[config.mk]
export PLATFORM = sky130hd
export DESIGN_NAME = dbg_cmd_seq
export DESIGN_NICKNAME = d
export VERILOG_FILES = /design/src/rtl/dbg_cmd_pkg.sv /design/src/rtl/dbg_opc_decode.sv /design/src/rtl/dbg_operand_shift.sv /design/src/rtl/dbg_cmd_seq.sv
export SDC_FILE = /design/constraint.sdc
export NUM_CORES = 1
export LEC_CHECK = 0
export CAP_MARGIN = 5
export CORE_MARGIN = 2
export CORE_UTILIZATION = 44
export DETAILED_ROUTE_END_ITERATION = 10
export PLACE_DENSITY = 0.76
export SLEW_MARGIN = 30
export SYNTH_ARGS = -nofsm -noshare
export SYNTH_HDL_FRONTEND = slang
export SYNTH_SLANG_ARGS = --single-unit
[constraint.sdc]
create_clock -name clk -period 1.75 [get_ports clk]
set_input_delay 0.2625 -clock clk [delete_from_list [all_inputs] [get_ports clk]]
set_output_delay 0.2625 -clock clk [all_outputs]
set_load 0.02 [all_outputs]
[src/rtl/dbg_cmd_pkg.sv]
package dbg_cmd_pkg;
    localparam int unsigned BYTE_W = 8;

    typedef enum logic [1:0] {
        ST_IDLE,
        ST_COLLECT,
        ST_SYNC,
        ST_DISCARD
    } seq_state_e;

    typedef enum logic [1:0] {
        OP_SYNC,
        OP_WRITE,
        OP_BAD
    } op_kind_e;
endpackage

[src/rtl/dbg_opc_decode.sv]
module dbg_opc_decode
    import dbg_cmd_pkg::*;
#(
    parameter int unsigned CRN_W    = 6,
    parameter logic [7:0]  SYNC_OPC = 8'h01
) (
    input  logic [BYTE_W-1:0] opc,
    output op_kind_e          kind,
    output logic [CRN_W-1:0]  crn
);
    localparam int unsigned PFX_W = BYTE_W - CRN_W;

    always_comb begin
        crn = opc[CRN_W-1:0];
        if (opc == SYNC_OPC) begin
            kind = OP_SYNC;
        end else if (opc[BYTE_W-1:CRN_W] == {PFX_W{1'b1}}) begin
            kind = OP_WRITE;
        end else begin
            kind = OP_BAD;
        end
    end
endmodule

[src/rtl/dbg_operand_shift.sv]
module dbg_operand_shift
    import dbg_cmd_pkg::*;
#(
    parameter int unsigned BYTES = 4
) (
    input  logic                     clk,
    input  logic                     rst_n,
    input  logic                     clear,
    input  logic                     shift_en,
    input  logic [BYTE_W-1:0]        byte_in,
    output logic [BYTES*BYTE_W-1:0]  word,
    output logic                     last
);
    localparam int unsigned W     = BYTES * BYTE_W;
    localparam int unsigned CNT_W = (BYTES > 1) ? $clog2(BYTES) : 1;

    typedef struct packed {
        logic [W-1:0]     word;
        logic [CNT_W-1:0] cnt;
    } sh_t;

    sh_t sh_d, sh_q;

    assign word = sh_q.word;
    assign last = (sh_q.cnt == CNT_W'(BYTES - 1));

    always_comb begin
        sh_d = sh_q;
        if (clear) begin
            sh_d.cnt = '0;
        end else if (shift_en) begin
            sh_d.word = (sh_q.word << BYTE_W) | W'(byte_in);
            sh_d.cnt  = last ? '0 : sh_q.cnt + 1'b1;
        end
    end

    always_ff @(posedge clk or negedge rst_n) begin
        if (!rst_n) sh_q <= '0;
        else        sh_q <= sh_d;
    end
endmodule

[src/rtl/dbg_cmd_seq.sv]
module dbg_cmd_seq
    import dbg_cmd_pkg::*;
#(
    parameter int unsigned OPERAND_BYTES = 4,
    parameter int unsigned CRN_W         = 6,
    parameter logic [7:0]  SYNC_OPC      = 8'h01
) (
    input  logic                            clk,
    input  logic                            rst_n,
    input  logic                            in_valid,
    input  logic [7:0]                      in_data,
    input  logic                            in_frame,
    output logic                            in_ready,
    input  logic                            core_halted,
    input  logic                            sync_ack,
    output logic                            sync_req,
    output logic                            creg_we,
    output logic [CRN_W-1:0]                creg_num,
    output logic [OPERAND_BYTES*8-1:0]      creg_data,
    output logic                            busy,
    output logic                            illegal,
    output logic                            done
);
    typedef struct packed {
        seq_state_e       state;
        logic             illegal;
        logic             done;
        logic             we;
        logic [CRN_W-1:0] crn;
    } seq_t;

    seq_t s_d, s_q;

    op_kind_e         dec_kind;
    logic [CRN_W-1:0] dec_crn;
    logic             accept;
    logic             sh_clr;
    logic             sh_en;
    logic             sh_last;

    dbg_opc_decode #(
        .CRN_W    (CRN_W),
        .SYNC_OPC (SYNC_OPC)
    ) u_dec (
        .opc  (in_data),
        .kind (dec_kind),
        .crn  (dec_crn)
    );

    dbg_operand_shift #(
        .BYTES (OPERAND_BYTES)
    ) u_shift (
        .clk      (clk),
        .rst_n    (rst_n),
        .clear    (sh_clr),
        .shift_en (sh_en),
        .byte_in  (in_data),
        .word     (creg_data),
        .last     (sh_last)
    );

    assign in_ready = (s_q.state != ST_SYNC);
    assign accept   = in_valid && in_ready;
    assign sync_req = (s_q.state == ST_SYNC);
    assign busy     = (s_q.state == ST_SYNC) || (s_q.state == ST_COLLECT);
    assign illegal  = s_q.illegal;
    assign done     = s_q.done;
    assign creg_we  = s_q.we;
    assign creg_num = s_q.crn;

    always_comb begin
        s_d      = s_q;
        s_d.done = 1'b0;
        s_d.we   = 1'b0;
        sh_clr   = 1'b0;
        sh_en    = 1'b0;
        if (accept && in_frame) begin
            unique case (dec_kind)
                OP_SYNC: begin
                    s_d.state   = ST_SYNC;
                    s_d.illegal = 1'b0;
                end
                OP_WRITE: begin
                    if (core_halted) begin
                        s_d.state   = ST_COLLECT;
                        s_d.illegal = 1'b0;
                        s_d.crn     = dec_crn;
                        sh_clr      = 1'b1;
                    end else begin
                        s_d.state   = ST_DISCARD;
                        s_d.illegal = 1'b1;
                        s_d.done    = 1'b1;
                    end
                end
                default: begin
                    s_d.state   = ST_DISCARD;
                    s_d.illegal = 1'b1;
                    s_d.done    = 1'b1;
                end
            endcase
        end else begin
            unique case (s_q.state)
                ST_COLLECT: begin
                    if (accept) begin
                        sh_en = 1'b1;
                        if (sh_last) begin
                            s_d.we    = 1'b1;
                            s_d.done  = 1'b1;
                            s_d.state = ST_IDLE;
                        end
                    end
                end
                ST_SYNC: begin
                    if (sync_ack) begin
                        s_d.state = ST_IDLE;
                        s_d.done  = 1'b1;
                    end
                end
                default: ;
            endcase
        end
    end

    always_ff @(posedge clk or negedge rst_n) begin
        if (!rst_n) begin
            s_q.state   <= ST_IDLE;
            s_q.illegal <= 1'b0;
            s_q.done    <= 1'b0;
            s_q.we      <= 1'b0;
            s_q.crn     <= '0;
        end else begin
            s_q <= s_d;
        end
    end

    a_r4_we_single: assert property (@(posedge clk) disable iff (!rst_n)
        creg_we |=> !creg_we);
    a_r4_we_done: assert property (@(posedge clk) disable iff (!rst_n)
        creg_we |-> done);
    a_r12_we_after_busy: assert property (@(posedge clk) disable iff (!rst_n)
        $rose(creg_we) |-> $past(busy) && !busy);
    a_r3_hold: assert property (@(posedge clk) disable iff (!rst_n)
        sync_req && !sync_ack |=> sync_req);
    a_r3_release: assert property (@(posedge clk) disable iff (!rst_n)
        sync_req && sync_ack |=> !sync_req && done);
    a_r2_not_ready: assert property (@(posedge clk) disable iff (!rst_n)
        sync_req |-> !in_ready);
    a_r5_illegal_done: assert property (@(posedge clk) disable iff (!rst_n)
        $rose(illegal) |-> done && !creg_we);
    a_r7_illegal_sticky: assert property (@(posedge clk) disable iff (!rst_n)
        illegal && !(in_valid && in_frame) |=> illegal);
endmodule

=== After elaboration in Yosys (flattened, before gate mapping) ===
Cells that the tools add are included.

* Multiplexer cells: 27
* Bitwise gates (word level): 2
* Equality and inequality tests: 10
* $add $sub $neg: 1
* Reductions and logical operators: 9

{| class="wikitable"
|+ Operators by type and width
! cell !! count
|-
| 32-bit by 8-bit OR with 32-bit output || 1
|-
| 2-bit 2-to-1 mux || 11
|-
| 1-bit 2-to-1 mux || 11
|-
| 8-bit by 1-bit equality test with 1-bit output, second input constant || 1
|-
| 2-bit equality test, second input constant || 3
|-
| 3-bit by 2-bit != test with 1-bit output, second input constant || 2
|-
| 3-bit case mux with 2 select lines || 1
|-
| 2-bit by 1-bit equality test with 1-bit output, second input constant || 2
|-
| 1-bit case mux with 2 select lines || 2
|-
| 2-bit case mux with 2 select lines || 1
|-
| 4-bit AND reduction || 1
|-
| 3-bit 2-to-1 mux || 1
|-
| 3-bit by 1-bit != test with 1-bit output, second input constant || 1
|-
| 3-bit AND reduction || 1
|-
| 3-bit nonzero test || 1
|-
| 2-bit by 1-bit adder with 2-bit output, second input constant || 1
|-
| 1-bit logical AND || 2
|-
| 2-bit zero test || 1
|-
| 2-bit != test, second input constant || 1
|-
| 2-bit AND reduction || 1
|-
| 2-bit nonzero test || 1
|-
| 1-bit logical OR || 1
|-
| 1-bit inverter || 1
|}

* Output and inout port bits: 44
* Logic and storage cells: 56
* Input bits: 14
* Register bits after elaboration: 45

=== Logic depth before layout (Yosys ltp) ===
* Word-level depth: 8
* Gate-level depth with buffers: 8
* Gate-level depth less buffers: 6

=== By module ===
From an unflattened synthesis, not the netlist that was laid out.

* Cell total of the unflattened synthesis: 176
* Area, all modules: 2388.5 µm²

{| class="wikitable"
|+ By module, submodules not included
! module !! cells each !! seq. area each (µm²) !! area an instance (µm²) !! instances
|-
| dbg_operand_shift || 109 || 850.8 || 1695.4 || 1
|-
| dbg_cmd_seq || 57 || 275.3 || 609.3 || 1
|-
| dbg_opc_decode || 10 || 0.0 || 83.8 || 1
|}

=== Worst setup path after synthesis ===
Ideal clock, no wire load.

* Path kind: register to register
* From: register s_q[9] (netlist name)
* To: register s_q (netlist bit creg_num[0])
* Arrival: 1.661 ns
* Buffers on the path: 0
* Stages on the path, launching flop included: 7
* Period minus slack after synthesis: 1.786 ns
* Required time: 1.625 ns
* Path slack: -0.036 ns
* Setup time: 0.125 ns
* Cell sequence: dfrtp_1 -> inv_1 -> ha_1 -> inv_1 -> nand3_1 -> nor2_2 -> mux2_2

* Cells in the longest elaborated chain, start to end: 4

{| class="wikitable"
|+ RTL lines
! item !! line !! source
|-
| from (decl) || dbg_cmd_seq.sv:32 || <nowiki>seq_t s_d, s_q;</nowiki>
|-
| 2-bit != test || dbg_cmd_seq.sv:62 || <nowiki>assign in_ready = (s_q.state != ST_SYNC);</nowiki>
|-
| via in_ready || dbg_cmd_seq.sv:13 || <nowiki>output logic in_ready,</nowiki>
|-
| 1-bit logical AND || dbg_cmd_seq.sv:63 || <nowiki>assign accept = in_valid && in_ready;</nowiki>
|-
| 1-bit logical AND || dbg_cmd_seq.sv:77 || <nowiki>if (accept && in_frame) begin</nowiki>
|-
| 3-bit AND reduction (no source line) || -- ||
|}

The timed path passes the listed nets, and every way through them passes these cells.
A chain may end at the register's enable or synchronous reset.

=== Final worst setup path ===
* From: register s_q[9] (netlist name)
* To: register u_shift.sh_q (netlist bit u_shift.word[21])

* Cells in the longest elaborated chain, start to end: 6
* Elaborated cells on any way between the ends: 10
* Those cells by class: 2 x eq/ne; 4 x mux; 1 x bitwise; 3 x reduce/logical

{| class="wikitable"
|+ RTL lines
! item !! line !! source
|-
| 2-bit != test || dbg_cmd_seq.sv:62 ||
|-
| 1-bit logical AND || dbg_cmd_seq.sv:63 ||
|-
| 1-bit 2-to-1 mux or 1-bit logical AND (tied branches) || dbg_cmd_seq.sv:104, dbg_cmd_seq.sv:77 ||
|-
| 1-bit 2-to-1 mux (on tied branches) || dbg_cmd_seq.sv:102, dbg_cmd_seq.sv:77 ||
|-
| 1-bit 2-to-1 mux or 1-bit inverter (tied branches) || -- ||
|-
| 2-bit AND reduction (no source line) (*) || -- ||
|-
| to (signal assigned) || dbg_operand_shift.sv:38 || <nowiki>if (!rst_n) sh_q <= '0;</nowiki>
|-
| to (signal assigned) || dbg_operand_shift.sv:39 || <nowiki>else sh_q <= sh_d;</nowiki>
|-
| to (decl) || dbg_operand_shift.sv:22 || <nowiki>sh_t sh_d, sh_q;</nowiki>
|}

Every way passes the cells marked *; elsewhere a longest branch is shown, timed or not.

==> flow_metrics.env <==
export IMPL_status="completed"
export IMPL_ir_drop_mv=0.5110
export IMPL_timing_final_max_slew_violations=0
export IMPL_min_period_over_period=0.9984
export IMPL_synth_avg_cell_area_um2=13.79
export IMPL_grt_pass1_wl_mm=5.485
export IMPL_synth_async_reset_ratio=1.000
export IMPL_utilization=0.5672
export IMPL_htreeDepth=2
export IMPL_grt_pass1_vias=1171
export IMPL_period_minus_slack_ns=1.747
export IMPL_slew_headroom=0.7536
export IMPL_detail_route_wl_per_cell_um=13.77
export IMPL_rsz0062_at_grt="yes"
export IMPL_synth_flop_cell="dfrtp_1"
export IMPL_gp_congestion=0.8242
export IMPL_max_freq_ghz=0.5724
export IMPL_cts_sinks=45
export IMPL_layout_common_cells="clkdlybuf4s50_1 (53), dfrtp_1 (45), mux2_4 (26)"
export IMPL_synth_nets=180
export IMPL_whs_ns=0.4741
export IMPL_max_cap_violations=0
export IMPL_ys_ff_latch=45
export IMPL_cp_arrival_ns=1.93
export IMPL_finalClockSkew_ns=0.002162
export IMPL_hpwl_mm=2.608
export IMPL_critPathKind="reg -> reg"
export IMPL_synth_largest_area_cell="dfrtp_1"
export IMPL_io_pins=58
export IMPL_tightest_slew_ns=0.3644
export IMPL_crit_required_ns=1.93
export IMPL_drt_initial_drc_count=69
export IMPL_synthDistinctLibCells=26
export IMPL_netlist_area_leader_share=0.5011
export IMPL_yosys_warnings=0
export IMPL_pre_cts_ws_ns=-0.09896
export IMPL_antenna_found_initial=0
export IMPL_finalSetupViolations=0
export IMPL_p_total_uw=4958
export IMPL_grt_overflow=0
export IMPL_numPortBuffers=57
export IMPL_cts_root_buf="clkbuf_8"
export IMPL_vias=1243
export IMPL_fp_dieH_um=75.47
export IMPL_hold_path_class="in -> async"
export IMPL_power_density_mw_per_mm2=1745
export IMPL_startpoint_type="register"
export IMPL_start_util=0.4486
export IMPL_routed_via_density=4.553
export IMPL_final_net_count=219
export IMPL_wirelength_mm=3.759
export IMPL_postPlaceCellArea_mm2=0.002658
export IMPL_die_area_mm2=0.005695
export IMPL_cts_buffers=5
export IMPL_area_growth_pct=26.45
export IMPL_synth_area_mm2=0.002247
export IMPL_dieWidth_um=75.47
export IMPL_synth_area_leaders="dfrtp_1 (50%), mux2_4 (17%), buf_4 (13%), mux2_2 (6.0%), buf_12 (2.7%)"
export IMPL_hold_violations=0
export IMPL_drt_pass1_iter_count=4
export IMPL_finalInstanceArea_mm2=0.002841
export IMPL_cts_max_path_buffers=2
export IMPL_cts_reportedPaths_clkPinSlew_ns=0.08
export IMPL_drcViolationCount=0
export IMPL_layout_drive_gt1_share=0.3448
export IMPL_yosysSeqAreaShare=0.5011
export IMPL_leakage_uw=0.001282
export IMPL_cp_max_fo=7
export IMPL_grt_max_degree=46
export IMPL_final_common_cell="clkdlybuf4s50_1"
export IMPL_clkLatencyLatePin_ns=0.30
export IMPL_ant_nets=0
export IMPL_worstSetupEndpointType="register"
export IMPL_diodes=0
export IMPL_grt_total_usage=0.1320
export IMPL_num_rows=26
export IMPL_r2r_start="s_q[9]$_DFFE_PN0P_"
export IMPL_coreArea_mm2=0.005010
export IMPL_cts_tree="done"
export IMPL_syn_inst=163
export IMPL_synth_edf_count=0
export IMPL_cp_startpoint="s_q[9]$_DFFE_PN0P_"
export IMPL_setup_ws_ns=0.002830
critical path, stage by stage, from the launching register on:
cell       delay (ns)
dfrtp_1          0.38
inv_1            0.05
ha_2             0.18
nand2b_4         0.15
nor3b_4          0.23
buf_4            0.18
clkbuf_16        0.16
mux2_4           0.30
through the flow:
step,std cells,setup TNS [ns]
after floorplan,163,0
after CTS,267,0
after detailed placement,258,-2.066
after global placement,258,-1.497
final,273,0
after global routing,273,-0.6984
layout make-up:
cell class	count	area (um^2)
clock buffer	6	82.58
inverter	4	15.01
fill	430	2168
multi-input combinational	72	768.2
timing repair buffer	74	748.2
sequential	45	1126
clock inverter	2	13.76
tap	70	87.58
logic make-up (layout without fill, tap and decap cells):
group,count (synthesis),count (layout),share of synthesized area
AOI/OAI and AO/OA,10,10,0.02728
adders and majority gates,3,3,0.01671
buffers and inverters,46,86,0.1654
DFF,45,45,0.5011
muxes,38,38,0.2339
and+or+nand+nor,21,21,0.05568
state kept, by name (all words and copies together), names as in the netlist:
| signal | cells |
|---|---|
| creg_num | 6 |
| creg_we | 1 |
| done | 1 |
| illegal | 1 |
| s_q | 2 |
| u_shift.sh_q | 2 |
| u_shift.word | 32 |
Yosys cell counts, types with 2 or more instances:
| cell type | number |
|---|---|
| mux2_2 | 12 |
| o21ai_0 | 4 |
| nor2_1 | 3 |
| buf_12 | 3 |
| mux2_4 | 26 |
| dfrtp_1 | 45 |
| nand3_1 | 3 |
| buf_4 | 38 |
| and2_1 | 2 |
| ha_1 | 3 |
| inv_1 | 4 |
| nand2_1 | 6 |
power by group:
group | leakage [uW] | switching, uW | total (uW) | internal [uW]
clock network | 0.0000512 | 345 | 665 | 320
logic | 0.000658 | 1070 | 2490 | 1430
registers | 0.000573 | 320 | 1800 | 1480
total | 0.00128 | 1730 | 4960 | 3230
repair_timing:
action / 4_1_cts / 5_1_grt
pin swaps: 0 / 2
setup buffers: 0 / 4
gates cloned: 0 / 2
setup endpoints to repair: 3 / 14
endpoints found under the hold margin: 45 / 0
resized for setup: 4 / 2
hold buffers: 1 / 0
layer usage:
layer / vias to the layer above / part of all wire / GRT usage
li1: 589 / - / -
met1: 612 / 0.44 / 0.1669
met2: 35 / 0.50 / 0.2097
met3: 7 / 0.045 / 0.03704
met4: 0 / 0.018 / 0.06238
met5: - / 0 / 0
worst paths after layout:
path                                           endpoint  slack (ns)  cells past startpoint
min                        u_shift.word[23]$_DFFE_PN0P_        0.47                      3
max                        u_shift.word[21]$_DFFE_PN0P_       0.003                      7
min in group clk                    illegal$_DFFE_PN0P_        0.48                      2
min reg2reg                         illegal$_DFFE_PN0P_        0.48                      2
max reg2reg                u_shift.word[21]$_DFFE_PN0P_       0.003                      7
max in group asynchronous   u_shift.word[8]$_DFFE_PN0P_        1.07                      3
Power figures use the tool's default switching activity.
